## src/rtl/mt_pkg.sv

```systemverilog
package mt_pkg;
  localparam int ADDR_W = 4;

  localparam logic [ADDR_W-1:0] A_CTRL   = 4'h0;
  localparam logic [ADDR_W-1:0] A_PRESC  = 4'h1;
  localparam logic [ADDR_W-1:0] A_PCNT   = 4'h2;
  localparam logic [ADDR_W-1:0] A_COUNT  = 4'h3;
  localparam logic [ADDR_W-1:0] A_MCTRL  = 4'h4;
  localparam logic [ADDR_W-1:0] A_FLAGS  = 4'h5;
  localparam logic [ADDR_W-1:0] A_MATCH0 = 4'h8;

  localparam int MC_BITS = 3;
  localparam int MC_IRQ  = 0;
  localparam int MC_CLR  = 1;
  localparam int MC_STOP = 2;

  localparam int RUN_BIT = 0;
endpackage

```

## src/rtl/mt_prescale.sv

```systemverilog
module mt_prescale #(
  parameter int W = 32
) (
  input  logic         clk,
  input  logic         rst,
  input  logic         run,
  input  logic [W-1:0] limit,
  output logic [W-1:0] pcount,
  output logic         tick
);
  // a wrap occurs on reaching (or passing) the limit, so lowering the
  // limit mid-count never leaves the counter stuck above it
  assign tick = run && (pcount >= limit);

  always_ff @(posedge clk) begin
    if (rst) begin
      pcount <= '0;
    end else if (run) begin
      if (tick) pcount <= '0;
      else      pcount <= pcount + 1'b1;
    end
  end

  // prescale count frozen while the timer is halted
  p_pc_frozen_r2: assert property (@(posedge clk) disable iff (rst)
    !run |=> $stable(pcount));
endmodule

```

## src/rtl/mt_count.sv

```systemverilog
module mt_count #(
  parameter int W = 32
) (
  input  logic         clk,
  input  logic         rst,
  input  logic         tick,
  input  logic         clr_hit,
  output logic [W-1:0] count
);
  always_ff @(posedge clk) begin
    if (rst) begin
      count <= '0;
    end else if (tick) begin
      if (clr_hit) count <= '0;
      else         count <= count + 1'b1;
    end
  end

  // reset-on-match returns the count to zero
  p_wrap_r3: assert property (@(posedge clk) disable iff (rst)
    (tick && clr_hit) |=> (count == '0));

  // no advance without a prescale wrap
  p_idle_r2: assert property (@(posedge clk) disable iff (rst)
    !tick |=> $stable(count));
endmodule

```

## src/rtl/mt_match_bank.sv

```systemverilog
module mt_match_bank
  import mt_pkg::*;
#(
  parameter int N = 4,
  parameter int W = 32
) (
  input  logic                 tick,
  input  logic [W-1:0]         count,
  input  logic [N-1:0][W-1:0]  match_vals,
  input  logic [N*MC_BITS-1:0] mctrl,
  output logic [N-1:0]         flag_set,
  output logic                 clr_hit,
  output logic                 stop_hit
);
  logic [N-1:0] hit;
  logic [N-1:0] clr_vec;
  logic [N-1:0] stop_vec;

  for (genvar k = 0; k < N; k++) begin : g_chan
    assign hit[k]      = tick && (count == match_vals[k]);
    assign flag_set[k] = hit[k] && mctrl[k*MC_BITS + MC_IRQ];
    assign clr_vec[k]  = hit[k] && mctrl[k*MC_BITS + MC_CLR];
    assign stop_vec[k] = hit[k] && mctrl[k*MC_BITS + MC_STOP];
  end

  assign clr_hit  = |clr_vec;
  assign stop_hit = |stop_vec;
endmodule

```

## src/rtl/mt_flags.sv

```systemverilog
module mt_flags #(
  parameter int N = 4
) (
  input  logic         clk,
  input  logic         rst,
  input  logic [N-1:0] set,
  input  logic [N-1:0] clr,
  output logic [N-1:0] flags,
  output logic         irq
);
  logic [N-1:0] flags_nx;

  // a new event outranks a clear landing in the same cycle
  assign flags_nx = (flags & ~clr) | set;

  always_ff @(posedge clk) begin
    if (rst) begin
      flags <= '0;
      irq   <= 1'b0;
    end else begin
      flags <= flags_nx;
      irq   <= |flags_nx;
    end
  end

  for (genvar k = 0; k < N; k++) begin : g_chk
    // set wins over a coincident clear
    p_set_wins_r7: assert property (@(posedge clk) disable iff (rst)
      set[k] |=> flags[k]);
    // a one written without a new event clears the flag
    p_w1c_r6: assert property (@(posedge clk) disable iff (rst)
      (clr[k] && !set[k]) |=> !flags[k]);
    // no clear and no set keeps the flag
    p_keep_r6: assert property (@(posedge clk) disable iff (rst)
      (!clr[k] && !set[k]) |=> (flags[k] == $past(flags[k])));
  end

  // the request holds while no set flag is being cleared
  p_irq_hold_r8: assert property (@(posedge clk) disable iff (rst)
    (irq && ((flags & clr) == '0)) |=> irq);
endmodule

```

## src/rtl/match_timer.sv

```systemverilog
module match_timer
  import mt_pkg::*;
#(
  parameter int DATA_W    = 32,
  parameter int NUM_MATCH = 4
) (
  input  logic              clk,
  input  logic              rst,
  input  logic              reg_we,
  input  logic [ADDR_W-1:0] reg_addr,
  input  logic [DATA_W-1:0] reg_wdata,
  output logic [DATA_W-1:0] reg_rdata,
  output logic              irq
);
  localparam int MC_W = NUM_MATCH * MC_BITS;

  logic                             run_q;
  logic [DATA_W-1:0]                presc_q;
  logic [MC_W-1:0]                  mctrl_q;
  logic [NUM_MATCH-1:0][DATA_W-1:0] match_q;

  logic [DATA_W-1:0]    pcount;
  logic                 tick;
  logic [DATA_W-1:0]    count;
  logic [NUM_MATCH-1:0] flag_set;
  logic                 clr_hit;
  logic                 stop_hit;
  logic [NUM_MATCH-1:0] flags;
  logic [NUM_MATCH-1:0] w1c;
  logic [DATA_W-1:0]    rd_mux;

  logic wr_ctrl, wr_presc, wr_mctrl, wr_flags;
  assign wr_ctrl  = reg_we && (reg_addr == A_CTRL);
  assign wr_presc = reg_we && (reg_addr == A_PRESC);
  assign wr_mctrl = reg_we && (reg_addr == A_MCTRL);
  assign wr_flags = reg_we && (reg_addr == A_FLAGS);
  assign w1c      = wr_flags ? reg_wdata[NUM_MATCH-1:0] : '0;

  // configuration registers
  always_ff @(posedge clk) begin
    if (rst) begin
      run_q   <= 1'b0;
      presc_q <= '0;
      mctrl_q <= '0;
      match_q <= '0;
    end else begin
      if (stop_hit)     run_q <= 1'b0;
      else if (wr_ctrl) run_q <= reg_wdata[RUN_BIT];
      if (wr_presc) presc_q <= reg_wdata;
      if (wr_mctrl) mctrl_q <= reg_wdata[MC_W-1:0];
      for (int k = 0; k < NUM_MATCH; k++) begin
        if (reg_we && (reg_addr == ADDR_W'(int'(A_MATCH0) + k)))
          match_q[k] <= reg_wdata;
      end
    end
  end

  mt_prescale #(.W(DATA_W)) u_presc (
    .clk    (clk),
    .rst    (rst),
    .run    (run_q),
    .limit  (presc_q),
    .pcount (pcount),
    .tick   (tick)
  );

  mt_match_bank #(.N(NUM_MATCH), .W(DATA_W)) u_bank (
    .tick       (tick),
    .count      (count),
    .match_vals (match_q),
    .mctrl      (mctrl_q),
    .flag_set   (flag_set),
    .clr_hit    (clr_hit),
    .stop_hit   (stop_hit)
  );

  mt_count #(.W(DATA_W)) u_count (
    .clk     (clk),
    .rst     (rst),
    .tick    (tick),
    .clr_hit (clr_hit),
    .count   (count)
  );

  mt_flags #(.N(NUM_MATCH)) u_flags (
    .clk   (clk),
    .rst   (rst),
    .set   (flag_set),
    .clr   (w1c),
    .flags (flags),
    .irq   (irq)
  );

  // registered read port
  always_comb begin
    rd_mux = '0;
    case (reg_addr)
      A_CTRL:  rd_mux[RUN_BIT] = run_q;
      A_PRESC: rd_mux = presc_q;
      A_PCNT:  rd_mux = pcount;
      A_COUNT: rd_mux = count;
      A_MCTRL: rd_mux = {{(DATA_W-MC_W){1'b0}}, mctrl_q};
      A_FLAGS: rd_mux = {{(DATA_W-NUM_MATCH){1'b0}}, flags};
      default: begin
        for (int k = 0; k < NUM_MATCH; k++)
          if (reg_addr == ADDR_W'(int'(A_MATCH0) + k)) rd_mux = match_q[k];
      end
    endcase
  end

  always_ff @(posedge clk) begin
    if (rst) reg_rdata <= '0;
    else     reg_rdata <= rd_mux;
  end

  // a stop hit halts the timer on the next cycle, over any write
  p_stop_r9: assert property (@(posedge clk) disable iff (rst)
    stop_hit |=> !run_q);

  // read data follows the address of the previous cycle
  p_read_count_r10: assert property (@(posedge clk) disable iff (rst)
    (reg_addr == A_COUNT) |=> (reg_rdata == $past(count)));
endmodule

```

## config.mk

```make
export PLATFORM = sky130hd
export DESIGN_NAME = match_timer
export DESIGN_NICKNAME = d
export VERILOG_FILES = /design/src/rtl/mt_pkg.sv /design/src/rtl/mt_prescale.sv /design/src/rtl/mt_count.sv /design/src/rtl/mt_match_bank.sv /design/src/rtl/mt_flags.sv /design/src/rtl/match_timer.sv
export SDC_FILE = /design/constraint.sdc
export NUM_CORES = 1
export LEC_CHECK = 0
export BUFFER_PORTS_ARGS = -buffer_cell sky130_fd_sc_hd__buf_2
export CELL_PAD_IN_SITES_DETAIL_PLACEMENT = 1
export CELL_PAD_IN_SITES_GLOBAL_PLACEMENT = 2
export CORE_MARGIN = 2
export CORE_UTILIZATION = 40
export DETAILED_ROUTE_END_ITERATION = 8
export PLACE_DENSITY = 0.83
export SKIP_CTS_REPAIR_TIMING = 1
export SYNTH_ARGS = -nofsm -noshare
export SYNTH_HDL_FRONTEND = slang
export SYNTH_SLANG_ARGS = --single-unit
```

## constraint.sdc

```tcl
create_clock -name clk -period 4.95 [get_ports clk]
set_input_delay 0.2475 -clock clk [delete_from_list [all_inputs] [get_ports clk]]
set_output_delay 0.2475 -clock clk [all_outputs]
set_load 0.1 [all_outputs]
```

Yosys cells after proc, flatten, opt, wreduce, memory -nomap -nowiden. Cells that the tools add are included.

Bits in registers: 274. Input port bits: 39. Logic and storage cells: 69.

$add $sub $neg: 2. Magnitude comparators: 1. Equality and inequality tests: 13. Mux-type cells: 9. Bitwise operators: 3. Reduce and logical (&&, ||, !) cells: 29.

Operators by type and width (number): two-way mux 32 bit (6); one-hot mux 31 bit (6 select lines) (1); == test 32 bit (4); adder 32 x 1 -> 32 bit, second input constant (2); >= comparator 32 bit (1); logical AND 1 bit (25); == test 4 bit, second input constant (4); == test 4 x 2 -> 1 bit, second input constant (2); == test 4 x 3 -> 1 bit, second input constant (2); OR reduction 4 bit (2); one-hot mux 1 bit (6 select lines) (1); OR reduction 5 bit (1); AND 4 bit (1); == test 4 x 1 -> 1 bit, second input constant (1); logical NOT 4 bit (1); two-way mux 4 bit (1); NOT 4 bit (1); OR 4 bit (1).

Logic depth before layout (Yosys ltp).
Word-level depth: 7. Gate-level depth with buffers: 11. Gate-level depth less buffers: 9.

By module. Synthesis repeated with hierarchy kept, for this count alone.

Cell total of the unflattened synthesis: 1786. Area total of the unflattened synthesis: 14646.5 µm².

By module, submodules not included: match_timer (times used 1, cells an instance 1068, area an instance 8909.8 µm², seq. area each 4103.9 µm²); mt_prescale (times used 1, cells an instance 296, area an instance 2353.5 µm², seq. area each 640.6 µm²); mt_match_bank (times used 1, cells an instance 223, area an instance 1661.6 µm², seq. area each 0.0 µm²); mt_count (times used 1, cells an instance 181, area an instance 1540.2 µm², seq. area each 640.6 µm²); mt_flags (times used 1, cells an instance 18, area an instance 181.4 µm², seq. area each 100.1 µm²).

Least setup slack after synthesis. Ideal clock, no wire load.

Path type: register -> register. Start point: register u_presc.pcount[0]. End point: register u_count.count[0]. Library setup time: 117 ps. Arrival time: 2219 ps. Data required time: 4833 ps. Setup slack: 2614 ps. Cell stages (with the launch flop): 12. Path buffers: 2. Cell sequence: dfxtp_1 inv_1 ha_1 nand2b_1 a2111o_1 o2111ai_2 a311oi_4 nor2_2 buf_2 o21bai_2 buf_2 nor2_1.

Word-level cells in the longest chain between the ends: 6. Elaborated cells on any way between the ends: 12. Those cells by class: order compare (1); mux (1); reduce/logical (10).

Ends and longest elaborated chain: start, declared (line mt_prescale.sv:8) `output logic [W-1:0] pcount,`; start signal, assigned (line mt_prescale.sv:20) `else pcount <= pcount + 1'b1;`; >= comparator 32 bit * (line mt_prescale.sv:13) `assign tick = run && (pcount >= limit);`; logical AND 1 bit * (line mt_prescale.sv:13); logical AND 1 bit (line mt_match_bank.sv:20) `assign hit[k] = tick && (count == match_vals[k]);`; logical AND 1 bit (line mt_match_bank.sv:22) `assign clr_vec[k] = hit[k] && mctrl[k*MC_BITS + MC_CLR];`; OR reduction 4 bit (line mt_match_bank.sv:26) `assign clr_hit = |clr_vec;`; two-way mux 32 bit (line mt_count.sv:14) `if (clr_hit) count <= '0;`; end signal, assigned (line mt_count.sv:15) `else count <= count + 1'b1;`; end, declared (line mt_count.sv:8) `output logic [W-1:0] count`.

Mark *: on every way between the ends. The rest lies on a longest branch, timed or not. A chain may end at the register's enable or synchronous reset.

Worst setup path in the final report.
Start point: register u_presc.pcount[5]. End point: register u_count.count[26].

Same word-level chain as after synthesis.

==> impl_metrics.yaml <==
die:
  die_width_um: 187
  initial_utilization_pct: 40.3
  die_h_um: 187
  core_um2: 33400
  dieArea_um2: 35100
  rows: 67
  ios: 72
layout:
  synthToLayoutAreaGrowth_pct: 12.1
  final_cell_area_um2: 15100
  nets: 1744
  n_fill_cell: 4032
  diodes: 0
  drive_gt1_share_pct: 9.33
route:
  drc: 0
  first_pass_iters: 6
  drt_wl_total_mm: 54.8
  vias_per_cell: 5.96
  wl_per_cell_um: 25.6
  drtIter0Drc: 1383
  drtAntennaViolNets: 0
  dr_total_vias: 12800
clocking:
  cts_root_buf: "clkbuf_16"
  worstSkewPairLatency_ns: 0.53
  cts_num_sinks: 274
  max-clock-path-buffers: 3
  cts_made_buffers: 34
  htreeDepth: 2
  clk_pin_slew_ns: 0.06
  cts_tree: "yes"
synthesis:
  synthTopCellsByArea: "dfxtp_1 (41%), nand2_1 (11%), xor2_1 (11%), a21oi_1 (7.5%), a22oi_1 (4.5%)"
  postSynthCellCount: 1679
  avgSynthCellArea_um2: 8.02
  synth_top_area_share_pct: 40.8
  syn-num-nets: 1752
  yosysMostFrequentCell: "nand2_1"
  yosys-top-cells-count: "nand2_1 (396), dfxtp_1 (274), a21oi_1 (203)"
  synthArstFlopShare_pct: 0
  ys_ff_latch: 274
  yosysTopAreaCell: "dfxtp_1"
  ys_types: 54
  synth_warnings: 0
  ys_seq_area_share_pct: 40.8
  ys.flop_type: "dfxtp_1"
  synth_edf_count: 0
  netlist_area_um2: 13500
timing:
  relSlewSlack_pct: 23.4
  hold_ws_ns: 0.0263
  setup_tns_ns: 0
  worst_slack_ns: 1.65
  fmax_mhz: 303
  min_period_ns: 3.30
  grt_setup_unrepaired: "false"
  finalClockSkew_ns: 0.0271
  maxSlewViolCount: 0
  setup_viol: 0
  hold_violations: 0
  period_share_pct: 66.6
  worst_slew_pin_slew_ns: 1.15
setup_path:
  slowest_delay_ns: 0.58
  crit_chain: "ha_1, a21oi_1, o21ai_0, a2bb2oi_1, a311oi_4, buf_4, nor2_2, o21bai_2, buf_4, a21oi_1"
  cpMaxStageDelayCell: "nor2_2"
  cp_top_family: "compound AO/OA/AOI/OAI gates"
  reg2regPathDepth: 10
  worst_setup_path_start_kind: "flip-flop"
  worst-path-buf-inv: 2
  worst-path-stages: 10
  critPathCaptureType: "flip-flop"
  critPathArrivalTime_ns: 3.74
  critPathKind: "reg -> reg"
  cp.required_ns: 5.39
  r2r_slack_ns: 1.65
  worstPathMaxFanout: 22
grt:
  grt-ovfl-total: 0
  grt_usage_pct: 30.9
  grt_pass1_wl_mm: 81.8
  grt_pass1_vias: 12600
  grt_start_max_net_pins: 119
  grt_antenna_before_repair: 0
pwr:
  p_per_area_nw_per_um2: 329
  ir_worst_vdd_uv: 263
  totalPowerFinal_uw: 4960
  cellLeakagePower_uw: 0.00591
worst_hold_path:
  min_path_cells: 3
  hp-class: "in -> reg"
placed_design:
  io_buffers: 71
  place_congestion: 0.899
  post_dp_cell_area_um2: 14000
  pre_cts_slack_ns: 1.71
  dp_hpwl_mm: 39.2
run:
  maxCapViolations: 0
outcome:
  status: "complete, no violations"
-- cell families after synthesis --
logic type	synth area share [%]
AO/OA/AOI/OAI	19.3
AND/OR/NAND/NOR	19.9
XOR/XNOR	11.3
flip-flops	40.8
multiplexers	0.298
buffers and inverters	5.32
adder cells (fa/ha/maj)	3.16
-- cell usage in the layout (no fill, tap or decap), types with 6 or more instances in the layout --
cell type    n
and4_1       6
buf_2       70
a22oi_1     81
clkbuf_1    12
dfxtp_1    274
o2111ai_1   12
or3_1       13
ha_1        34
a21oi_1    203
o21ai_0     21
nor2_1      64
and2_1      10
clkbuf_8     6
nand2_1    394
xor2_1     163
nand3_1     12
nand4_1     26
nor3_1       8
a31oi_1     21
nor4_1      34
buf_4       20
inv_1       39
xnor2_1     11
clkbuf_16   35
a41oi_1      8
a222oi_1    24
and3_1      17
nand2b_1     6
-- final timing paths --
kind	from	endpoint
setup / recovery	u_presc.pcount[5]	u_count.count[26]
hold / removal	reg_wdata[19]	match_q[19]
hold reg to reg	mctrl_q[10]	mctrl_q[10]
setup reg to reg	u_presc.pcount[5]	u_count.count[26]
-- stage by stage --
stage,utilization (%),cells
after floorplan,-,1679
after global placement,42.0,2083
after detailed placement,42.0,2083
after CTS,45.2,2142
after global routing,45.2,2142
final,45.2,2142
-- worst min-delay path, delay by kind of cell --
kind / cells / cell delay, ns
AND/OR/NAND/NOR: 1 / 0.06
AO/OA/AOI/OAI: 1 / 0.05
buffers and inverters: 1 / 0.14
-- cell type report --
cell class                 instances  area (um^2)  area share (%)
timing repair buffer              92          532            3.52
clock buffer                      53         1000            6.65
clock inverter                     6         65.1           0.431
inverter                          39          146           0.970
tap                              448          561            3.72
multi-input combinational       1230         7300            48.4
sequential                       274         5490            36.4
-- registers in the layout, indices dropped and copies added, names as in the netlist --
| register | flops |
|---|---|
| match_q | 128 |
| run_q | 1 |
| reg_rdata | 32 |
| mctrl_q | 12 |
| u_flags.flags | 4 |
| u_flags.irq | 1 |
| u_presc.pcount | 32 |
| u_count.count | 32 |
| presc_q | 32 |
-- where the power goes --
| part | total (uW) | internal, uW | leakage [uW] | switching (uW) |
|---|---|---|---|---|
| sequential | 2250 | 2230 | 0.00221 | 21.7 |
| combinational | 276 | 61.9 | 0.00318 | 215 |
| clock | 2440 | 1450 | 0.000520 | 992 |
| total | 4960 | 3730 | 0.00591 | 1230 |
-- per-layer routing --
layer,vias to the layer above,track usage (%),part of all wire [%]
met1,6390,43.9,45
li1,5806,-,-
met3,82,7.19,8.6
met2,495,46.1,43
met4,0,9.96,3.0
met5,-,0,0
Note: power is estimated with default switching activity, not from simulation.
